### config.mk
export PLATFORM = sky130hd
export DESIGN_NAME = eth_mac_regs
export DESIGN_NICKNAME = d
export VERILOG_FILES = /design/src/rtl/emr_pkg.sv /design/src/rtl/emr_irq_unit.sv /design/src/rtl/emr_cfg_bank.sv /design/src/rtl/eth_mac_regs.sv
export SDC_FILE = /design/constraint.sdc
export NUM_CORES = 1
export LEC_CHECK = 0
export ABC_AREA = 1
export BUFFER_PORTS_ARGS = -buffer_cell sky130_fd_sc_hd__buf_2
export CAP_MARGIN = 10
export CORE_UTILIZATION = 35
export DETAILED_ROUTE_END_ITERATION = 16
export REMOVE_ABC_BUFFERS = 1
export SYNTH_ARGS = -nofsm -noshare
export SYNTH_HDL_FRONTEND = slang
export SYNTH_SLANG_ARGS = --single-unit
### constraint.sdc
create_clock -name clk_i -period 1.9 [get_ports clk_i]
set_clock_uncertainty 0.2 [all_clocks]
set_input_delay 0.19 -clock clk_i [delete_from_list [all_inputs] [get_ports clk_i]]
set_output_delay 0.19 -clock clk_i [all_outputs]
set_load 0.01 [all_outputs]
### src/rtl/emr_pkg.sv
package emr_pkg;
  localparam int unsigned DW    = 32;
  localparam int unsigned AW    = 4;
  localparam int unsigned IRQ_W = 7;
  localparam int unsigned RXC_W = 5;
  localparam int unsigned TXC_W = 4;
  localparam int unsigned THR_W = 6;
  localparam int unsigned MD_W  = 8;
  localparam int unsigned FRM_W = 6;
  localparam int unsigned MAC_W = 48;
  localparam int unsigned LO_W  = 32;
  localparam int unsigned HI_W  = MAC_W - LO_W;

  localparam int unsigned IRQ_TXER_BIT = 1;
  localparam int unsigned RXC_RST_BIT  = 4;
  localparam int unsigned MCTL_GO_BIT  = 0;
  localparam int unsigned TXGO_BIT     = 0;

  localparam logic [IRQ_W-1:0] MASK_RST = 7'h7f;
  localparam logic [RXC_W-1:0] RXC_RST  = 5'h08;
  localparam logic [THR_W-1:0] THR_RST  = 6'h3f;
  localparam logic [MD_W-1:0]  MDIV_RST = 8'h80;

  typedef enum logic [AW-1:0] {
    W_STAT  = 4'd0,  W_MASK  = 4'd1,  W_RXC   = 4'd2,  W_TXC  = 4'd3,
    W_DATA  = 4'd4,  W_ADRLO = 4'd5,  W_ADRHI = 4'd6,  W_THR  = 4'd7,
    W_MCTL  = 4'd8,  W_MDIV  = 4'd9,  W_MPHY  = 4'd10, W_MTXD = 4'd11,
    W_MRXD  = 4'd12, W_NFRM  = 4'd13, W_TXGO  = 4'd14, W_TSTP = 4'd15
  } reg_ofs_e;
endpackage

### src/rtl/emr_irq_unit.sv
module emr_irq_unit
  import emr_pkg::*;
#(
  parameter int unsigned N = IRQ_W,
  parameter logic [N-1:0] MASK_INIT = MASK_RST
) (
  input  logic         clk_i,
  input  logic         rst_ni,
  input  logic [N-1:0] set_i,
  input  logic [N-1:0] clr_i,
  input  logic         mask_we_i,
  input  logic [N-1:0] mask_d_i,
  output logic [N-1:0] ris_o,
  output logic [N-1:0] mask_o,
  output logic         irq_o
);
  logic [N-1:0] ris_q, mask_q;

  for (genvar b = 0; b < N; b++) begin : g_bit
    // set beats clear so a colliding event survives
    always_ff @(posedge clk_i or negedge rst_ni) begin
      if (!rst_ni)          ris_q[b] <= 1'b0;
      else if (set_i[b])    ris_q[b] <= 1'b1;
      else if (clr_i[b])    ris_q[b] <= 1'b0;
    end
  end

  always_ff @(posedge clk_i or negedge rst_ni) begin
    if (!rst_ni)        mask_q <= MASK_INIT;
    else if (mask_we_i) mask_q <= mask_d_i;
  end

  assign ris_o  = ris_q;
  assign mask_o = mask_q;
  assign irq_o  = |(ris_q & mask_q);
endmodule

### src/rtl/emr_cfg_bank.sv
module emr_cfg_bank
  import emr_pkg::*;
(
  input  logic             clk_i,
  input  logic             rst_ni,
  input  logic             we_i,
  input  logic [AW-1:0]    ofs_i,
  input  logic [DW-1:0]    wdata_i,
  output logic [RXC_W-1:0] rxc_o,
  output logic [TXC_W-1:0] txc_o,
  output logic [THR_W-1:0] thr_o,
  output logic [MAC_W-1:0] mac_o,
  output logic [MD_W-1:0]  mctl_o,
  output logic [MD_W-1:0]  mdiv_o,
  output logic [MD_W-1:0]  mtxd_o
);
  logic unused_wdata;
  assign unused_wdata = ^wdata_i;

  logic [MD_W-1:0] mctl_d;
  always_comb begin
    mctl_d = wdata_i[MD_W-1:0];
    mctl_d[MCTL_GO_BIT] = 1'b0;   // start completes at once
  end

  always_ff @(posedge clk_i or negedge rst_ni) begin
    if (!rst_ni) begin
      rxc_o  <= RXC_RST;
      txc_o  <= '0;
      thr_o  <= THR_RST;
      mac_o  <= '0;
      mctl_o <= '0;
      mdiv_o <= MDIV_RST;
      mtxd_o <= '0;
    end else if (we_i) begin
      case (reg_ofs_e'(ofs_i))
        W_RXC:   rxc_o  <= wdata_i[RXC_W-1:0];
        W_TXC:   txc_o  <= wdata_i[TXC_W-1:0];
        W_THR:   thr_o  <= wdata_i[THR_W-1:0];
        W_ADRLO: mac_o[LO_W-1:0]     <= wdata_i[LO_W-1:0];
        W_ADRHI: mac_o[MAC_W-1:LO_W] <= wdata_i[HI_W-1:0];
        W_MCTL:  mctl_o <= mctl_d;
        W_MDIV:  mdiv_o <= wdata_i[MD_W-1:0];
        W_MTXD:  mtxd_o <= wdata_i[MD_W-1:0];
        default: ;
      endcase
    end
  end
endmodule

### src/rtl/eth_mac_regs.sv
module eth_mac_regs
  import emr_pkg::*;
(
  input  logic             clk_i,
  input  logic             rst_ni,
  input  logic             req_i,
  input  logic             we_i,
  input  logic [AW-1:0]    addr_i,
  input  logic [DW-1:0]    wdata_i,
  output logic [DW-1:0]    rdata_o,
  input  logic [IRQ_W-1:0] evt_i,
  input  logic [MD_W-1:0]  mdio_rxd_i,
  input  logic [FRM_W-1:0] rx_frames_i,
  output logic             irq_o,
  output logic [RXC_W-1:0] rx_ctrl_o,
  output logic [TXC_W-1:0] tx_ctrl_o,
  output logic [THR_W-1:0] tx_thresh_o,
  output logic [MAC_W-1:0] mac_addr_o,
  output logic [MD_W-1:0]  mdio_ctrl_o,
  output logic [MD_W-1:0]  mdio_div_o,
  output logic [MD_W-1:0]  mdio_txd_o,
  output logic             tx_flush_o,
  output logic             rx_reset_o,
  output logic             tx_go_o
);
  logic wr, rd;
  reg_ofs_e ofs;
  assign wr  = req_i & we_i;
  assign rd  = req_i & ~we_i;
  assign ofs = reg_ofs_e'(addr_i);

  logic [IRQ_W-1:0] ris, mask, ack_clr;
  assign ack_clr = (wr && ofs == W_STAT) ? wdata_i[IRQ_W-1:0] : '0;

  emr_irq_unit #(.N(IRQ_W), .MASK_INIT(MASK_RST)) u_irq (
    .clk_i     (clk_i),
    .rst_ni    (rst_ni),
    .set_i     (evt_i),
    .clr_i     (ack_clr),
    .mask_we_i (wr && ofs == W_MASK),
    .mask_d_i  (wdata_i[IRQ_W-1:0]),
    .ris_o     (ris),
    .mask_o    (mask),
    .irq_o     (irq_o)
  );

  emr_cfg_bank u_cfg (
    .clk_i   (clk_i),
    .rst_ni  (rst_ni),
    .we_i    (wr),
    .ofs_i   (addr_i),
    .wdata_i (wdata_i),
    .rxc_o   (rx_ctrl_o),
    .txc_o   (tx_ctrl_o),
    .thr_o   (tx_thresh_o),
    .mac_o   (mac_addr_o),
    .mctl_o  (mdio_ctrl_o),
    .mdiv_o  (mdio_div_o),
    .mtxd_o  (mdio_txd_o)
  );

  logic [DW-1:0] rd_mux;
  always_comb begin
    rd_mux = '0;
    case (ofs)
      W_STAT:  rd_mux[IRQ_W-1:0] = ris;
      W_MASK:  rd_mux[IRQ_W-1:0] = mask;
      W_RXC:   rd_mux[RXC_W-1:0] = rx_ctrl_o;
      W_TXC:   rd_mux[TXC_W-1:0] = tx_ctrl_o;
      W_ADRLO: rd_mux[LO_W-1:0]  = mac_addr_o[LO_W-1:0];
      W_ADRHI: rd_mux[HI_W-1:0]  = mac_addr_o[MAC_W-1:LO_W];
      W_THR:   rd_mux[THR_W-1:0] = tx_thresh_o;
      W_MCTL:  rd_mux[MD_W-1:0]  = mdio_ctrl_o;
      W_MDIV:  rd_mux[MD_W-1:0]  = mdio_div_o;
      W_MTXD:  rd_mux[MD_W-1:0]  = mdio_txd_o;
      W_MRXD:  rd_mux[MD_W-1:0]  = mdio_rxd_i;
      W_NFRM:  rd_mux[FRM_W-1:0] = rx_frames_i;
      default: ;
    endcase
  end

  always_ff @(posedge clk_i or negedge rst_ni) begin
    if (!rst_ni) begin
      rdata_o    <= '0;
      tx_flush_o <= 1'b0;
      rx_reset_o <= 1'b0;
      tx_go_o    <= 1'b0;
    end else begin
      if (rd) rdata_o <= rd_mux;
      tx_flush_o <= wr && ofs == W_STAT && wdata_i[IRQ_TXER_BIT];
      rx_reset_o <= wr && ofs == W_RXC  && wdata_i[RXC_RST_BIT];
      tx_go_o    <= wr && ofs == W_TXGO && wdata_i[TXGO_BIT];
    end
  end
endmodule

==> results of run 1 <==
logic make-up after synthesis:
logic type	synth area share
buffers and inverters	0.05336
other	0.0006223
AOI/OAI and AO/OA	0.08493
and+or+nand+nor	0.2575
muxes	0.03987
DFF	0.5637
worst max-delay path, stage by stage, from the launching register on:
cell      delay, ns
dfrtp_1        0.39
nand2_1        0.10
nand2_1        0.06
a221oi_2       0.16
nand4_1        0.13
buf_2          0.16
per-stage QoR:
stage	instances	instance area, µm²	setup slack (ns)	utilization	total power (µW)
after global placement	1078	7276	0.1375	0.4356	5231
after global routing	1152	8328	0.001040	0.4987	9133
after detailed placement	1078	7276	0.09336	0.4356	5255
final	1152	8328	0.09233	0.4987	8713
after CTS	1152	8315	0.04464	0.4979	8798
after floorplan	655	5843	-0.8042	-	4416
cells in the mapped netlist (all sizes together):
library cell and count:
nor3 2, conb 1, nor4 1, clkinv 2
inv 35, nor2 46, dfrtp 120, a31oi 8
dfstp 15, nand2 248, a221oi 1, nand3 75
nand4 1, o21bai 1, buf 21, clkbuf 10
mux2 16, o21ai 83
repair_timing:
item,4_1_cts,5_1_grt
hold buffers,42,0
gates resized for setup,1,3
endpoints found under the hold margin,183,0
setup endpoints to repair,1,12
pin swaps,1,1
power by group:
group | switching (µW) | total [µW] | internal [µW]
clock | 1330 | 3440 | 2110
combinational | 855 | 1560 | 701
sequential | 366 | 3710 | 3350
path summary, 6_finish.rpt:
kind | slack [ns] | start | end | cells after the start
max | 0.09 | u_irq.ris_o[6]$_DFFE_PN0P_ | irq_o | 5
min | 0.01 | mdio_rxd_i[5] | rdata_o[5]$_DFFE_PN0P_ | 7
min in group asynchronous | 0.06 | rst_ni | u_irq.ris_o[5]$_DFFE_PN0P_ | 2
min reg2reg | 0.27 | rdata_o[23]$_DFFE_PN0P_ | rdata_o[23]$_DFFE_PN0P_ | 2
max in group asynchronous | 0.84 | rst_ni | u_cfg.thr_o[0]$_DFFE_PN1P_ | 3
max reg2reg | 0.65 | u_cfg.rxc_o[2]$_DFFE_PN0N_ | rdata_o[2]$_DFFE_PN0P_ | 6
layout make-up:
cell class / count / area, µm²
sequential: 135 / 3397
clock buffer: 18 / 439.2
inverter: 37 / 142.6
clock inverter: 14 / 173.9
multi-input combinational: 483 / 2330
fill: 1677 / 8373
tap: 220 / 275.3
timing repair buffer: 245 / 1570
state kept, by name, indices dropped and copies added, names as in the netlist:
signal,count
rdata_o,32
rx_reset_o,1
tx_flush_o,1
tx_go_o,1
u_cfg.mac_o,48
u_cfg.mctl_o,7
u_cfg.mdiv_o,8
u_cfg.mtxd_o,8
u_cfg.rxc_o,5
u_cfg.thr_o,6
u_cfg.txc_o,4
u_irq.mask_o,7
u_irq.ris_o,7
per-layer routing:
metal / track usage / wire length, µm
met3: 0.04756 / 1056
met2: 0.3589 / 8963
met5: 0 / 0
met4: 0.07891 / 339
met1: 0.3088 / 8708
==> key figures, run 1 <==
Status
  • Outcome: finished, final reports clean

Cells and area
  • Area Overhead vs Synth: 38.21%
  • Antenna cells: 0
  • Most frequent cells in the layout: 242 x nand2_1, 181 x buf_2, 120 x dfrtp_1
  • Nets: between 900 and 1000
  • Most common cell after layout, fill and taps aside: nand2_1
  • Layout cells sized above 1: 0.3144

Floorplanning
  • I/O pin total: 184
  • Row count: between 40 and 50
  • Die W: 133.2 µm
  • Vert. Die Dim: 133.2 µm
  • Die area: ~18000 µm²
  • CORE AREA: 16700 µm²
  • Initial Utilization: 0.3608

Clock tree
  • Clk pin slew, worst setup/hold paths: 0.06 ns
  • Clock sinks: ~140
  • H-tree depth: 4
  • Clock root buffer: clkbuf_16
  • CTS tree: done
  • Postcts setup bufs: 0
  • Worst-skew pair later-pin latency: ~0.42 ns
  • Clock Tree Buf Depth: 2
  • CTS Buf Count: 17

Flow run
  • Max cap viols: 0

Global routing
  • Initial antenna violation count: 0
  • GR Overflow Total: 0
  • Largest net degree at the start of global routing: slightly below 50
  • Gr usage total: 0.2268
  • First-pass GRT wire length: around 31000 µm
  • Number of global-route vias before repair: 5402

Route
  • Routed WL: 19070 µm
  • # DRC: 0
  • Pre-antenna DRT Iters: 4
  • Initial drt markers: between 300 and 400
  • Remaining antenna violation count after routing: 0
  • DR vias/cell: between 4 and 5
  • Drt wl/cell: between 15 and 20 µm
  • Vias: 5531

Timing
  • Pins Over Slew Limit: 0
  • Worst Max-Slew Pin Slew: roughly 0.57 ns
  • Max Clock Freq: approximately 550 MHz
  • RSZ-0062 raised after global routing: no
  • Final Cycle Share: 0.9514
  • Rel. slew slack: 0.6215
  • Final setup viols: 0
  • Fin. Hold Viols: 0
  • Worst hold slack: around 0.010 ns
  • Setup_tns: 0 ns
  • Crit path time final: approximately 1.8 ns

Synth
  • FF+latch count, synth: around 140
  • Mapped cell area: roughly 6000 µm²
  • Synth Warn #: 0
  • Leading area contributor after synthesis: dfrtp_1
  • Synth unique cells: 26
  • Synth area leaders: dfrtp_1 50%, nand2_1 15%, dfstp_2 6.5%, nand3_1 6.2%, mux2_4 4.0%
  • Post-Syn Area per Cell: 8.784 µm²
  • Post-Syn Instances: ~690
  • Top cell type's share of synthesized area: 0.4983
  • Seq/Total Area, Yosys: 0.5637

Power and ir drop
  • Leak: ~0.0045 µW
  • Power per cell area: 1046 nW/µm²
  • VDD IR max: 0.6368 mV

Setup path
  • Worst Path Arrival: roughly 1.4 ns
  • CP Capture Type: primary output
  • Startpoint types: register
  • Critical path type: register to primary output
  • CP Data Required Time: around 1.5 ns
  • CP max FO: 3

Place
  • Number of port buffers: between 150 and 200
  • GPL Wtd Cong: 0.8393
  • Post-DP HPWL: 13000 µm

Hold path
  • Min-Delay Path Class: primary input to register
Power figures use the tool's default switching activity.
==> inputs of run 2 (changes only) <==
--- a/config.mk
+++ b/config.mk
@@ -7,10 +7,11 @@
 export LEC_CHECK = 0
 export ABC_AREA = 1
 export BUFFER_PORTS_ARGS = -buffer_cell sky130_fd_sc_hd__buf_2
-export CAP_MARGIN = 10
-export CORE_UTILIZATION = 35
+export CELL_PAD_IN_SITES_DETAIL_PLACEMENT = 1
+export CELL_PAD_IN_SITES_GLOBAL_PLACEMENT = 2
+export CORE_UTILIZATION = 32
 export DETAILED_ROUTE_END_ITERATION = 16
-export REMOVE_ABC_BUFFERS = 1
+export PLACE_DENSITY_LB_ADDON = 0.1
 export SYNTH_ARGS = -nofsm -noshare
 export SYNTH_HDL_FRONTEND = slang
 export SYNTH_SLANG_ARGS = --single-unit
==> key figures, run 2 (synthesis results as in run 1) <==
Status
  • Outcome: finished with violations
  • Failing checks: DRC

Clock tree
  • CTS Buf Count: 17
  • H-tree depth: 4
  • Worst-skew pair later-pin latency: 0.42 ns
  • Clk pin slew, worst setup/hold paths: approximately 0.060 ns
  • Clock Tree Buf Depth: 2
  • Clock root buffer: clkbuf_16
  • CTS tree: done
  • Clock sinks: 135

Route
  • Remaining antenna violation count after routing: 0
  • Routed WL: 20840 µm
  • # DRC: 11
  • Met1 wire length: 9438 µm
  • Vias: about 5700
  • Drt wl/cell: roughly 18 µm
  • DR top layer: met4
  • DR vias/cell: just under 5
  • Initial drt markers: between 200 and 300
  • Met3 wire length: about 960 µm
  • Pre-antenna DRT Iters: 13
  • Wire length on met2: 10200 µm

Global routing
  • GR Overflow Total: 0
  • Number of global-route vias before repair: about 6100
  • Gr usage total: 0.2275
  • Largest net degree at the start of global routing: between 50 and 60
  • Initial antenna violation count: 0
  • First-pass GRT wire length: 33600 µm

Place
  • GPL Wtd Cong: 0.8278
  • Area after DPL: approximately 7300 µm²
  • Pre-CTS WS: 0.05567 ns
  • Number of port buffers: roughly 180
  • Post-DP HPWL: roughly 15000 µm

Setup path
  • CP max FO: 3
  • CP max-delay cell: dfrtp_1
  • Worst Path Arrival: 1.50 ns
  • Critical path type: register to primary output
  • CP peak stage delay: approximately 0.4 ns
  • Startpoint types: register
  • CP Data Required Time: about 1.5 ns
  • CP Cell Sequence: nand2_1, nand2_2, a221oi_2, nand4_1, buf_2
  • CP Capture Type: primary output

Timing
  • RSZ-0062 raised after global routing: yes
  • Pins Over Slew Limit: 0
  • PnR worst setup slack: between 0.007 and 0.008 ns
  • Rel. slew slack: 0.6114
  • Crit path time final: 1.892 ns
  • Final setup viols: 0
  • Final Cycle Share: 0.9959
  • Worst Max-Slew Pin Slew: between 0.5 and 0.6 ns
  • Fin. Hold Viols: 0
  • Worst hold slack: around 0.029 ns
  • Max Clock Freq: 528.5 MHz
  • Setup_tns: 0 ns

Power and ir drop
  • Power per cell area: just over 1000 nW/µm²
  • Leak: approximately 0.0045 µW
  • VDD IR max: around 0.57 mV
  • Overall Power: roughly 8500 µW

Cells and area
  • Nets: roughly 990
  • Finished Cell Area: between 8000 and 9000 µm²
  • Max reg flops: 48
  • Antenna cells: 0
  • Reg with most FFs: u_cfg.mac_o
  • Most frequent cells in the layout: 240 x nand2_1, 181 x buf_2, 120 x dfrtp_1
  • Largest registers: u_cfg.mac_o: 48 flops, rdata_o: 32 flops
  • Layout cells sized above 1: 0.3234
  • Area Overhead vs Synth: 37.79%
  • Most common cell after layout, fill and taps aside: nand2_1

Floorplanning
  • Die area: 19380 µm²
  • CORE AREA: 18210 µm²
  • Initial Utilization: 0.3309
  • Vert. Die Dim: 139.2 µm
  • Die W: 139.2 µm
  • I/O pin total: 184
  • Row count: 49

Synth
  • Syn Nets: about 750

Flow run
  • Max cap viols: 0

Hold path
  • Min-Delay Path Class: primary input to register
-- run 2: cell count changes in the layout (fill, tap and decap cells not counted), moves of 2 or more --
cell,change
buf_4,+14
nand2_1,-2
bufinv_16,-3
nand2_2,+2
inv_6,+3
dlygate4sd3_1,-3
clkinvlp_4,-3
buf_12,-3
inv_8,+3
clkinv_2,-2
-- run 2: stage by stage --
step / instances / util
3_3_place_gp: 1097 / 0.4023
5_1_grt: 1169 / 0.4560
6_report: 1169 / 0.4560
4_1_cts: 1168 / 0.4552
2_1_floorplan: 686 / -
3_5_place_dp: 1097 / 0.4023
-- run 2: worst max-delay path: cells and delay by family (launching register included) --
kind / cells / cell delay [ns]
flip-flops: 1 / 0.39
AND/OR/NAND/NOR: 3 / 0.32
AO/OA/AOI/OAI: 1 / 0.20
buffers and inverters: 1 / 0.17
-- run 2: where the power goes --
part	switching, µW	internal (µW)
registers	371	3350
clock network	1410	1760
logic	888	703
total	2670	5810
-- run 2: path summary, 6_finish.rpt --
| kind | to | cells after the start | slack, ns | start |
|---|---|---|---|---|
| max | irq_o | 5 | 0.008 | u_irq.ris_o[6]$_DFFE_PN0P_ |
| min | rdata_o[3]$_DFFE_PN0P_ | 7 | 0.03 | mdio_rxd_i[3] |
| max reg2reg | rdata_o[2]$_DFFE_PN0P_ | 6 | 0.60 | u_cfg.mtxd_o[2]$_DFFE_PN0P_ |
| min reg2reg | rdata_o[4]$_DFFE_PN0P_ | 2 | 0.28 | rdata_o[4]$_DFFE_PN0P_ |
| max in group asynchronous | u_cfg.mac_o[5]$_DFFE_PN0P_ | 3 | 0.74 | rst_ni |
| min in group asynchronous | u_irq.ris_o[3]$_DFFE_PN0P_ | 2 | 0.08 | rst_ni |
-- run 2: routing by layer --
layer,up-vias,global-route usage
met5,-,0
met4,0,0.06316
met3,15,0.05231
met2,139,0.3819
met1,2796,0.2934
li1,2706,-
-- run 2: cell type report --
type	instances	area, µm²
Clock buffer	18	439.2
Clock inverter	14	127.6
Fill cell	2175	9906
Inverter	37	138.9
Multi-Input combinational cell	483	2328
Sequential cell	135	3397
Tap cell	229	286.5
Timing Repair Buffer	253	1585
-- run 2: timing repair --
action / 4_1_cts / 5_1_grt
endpoints found under the hold margin: 154 / 0
pin swaps: 1 / 3
hold buffers: 39 / 0
setup buffers: 0 / 1
endpoints found under the setup margin: 1 / 2
resized for setup: 1 / 3
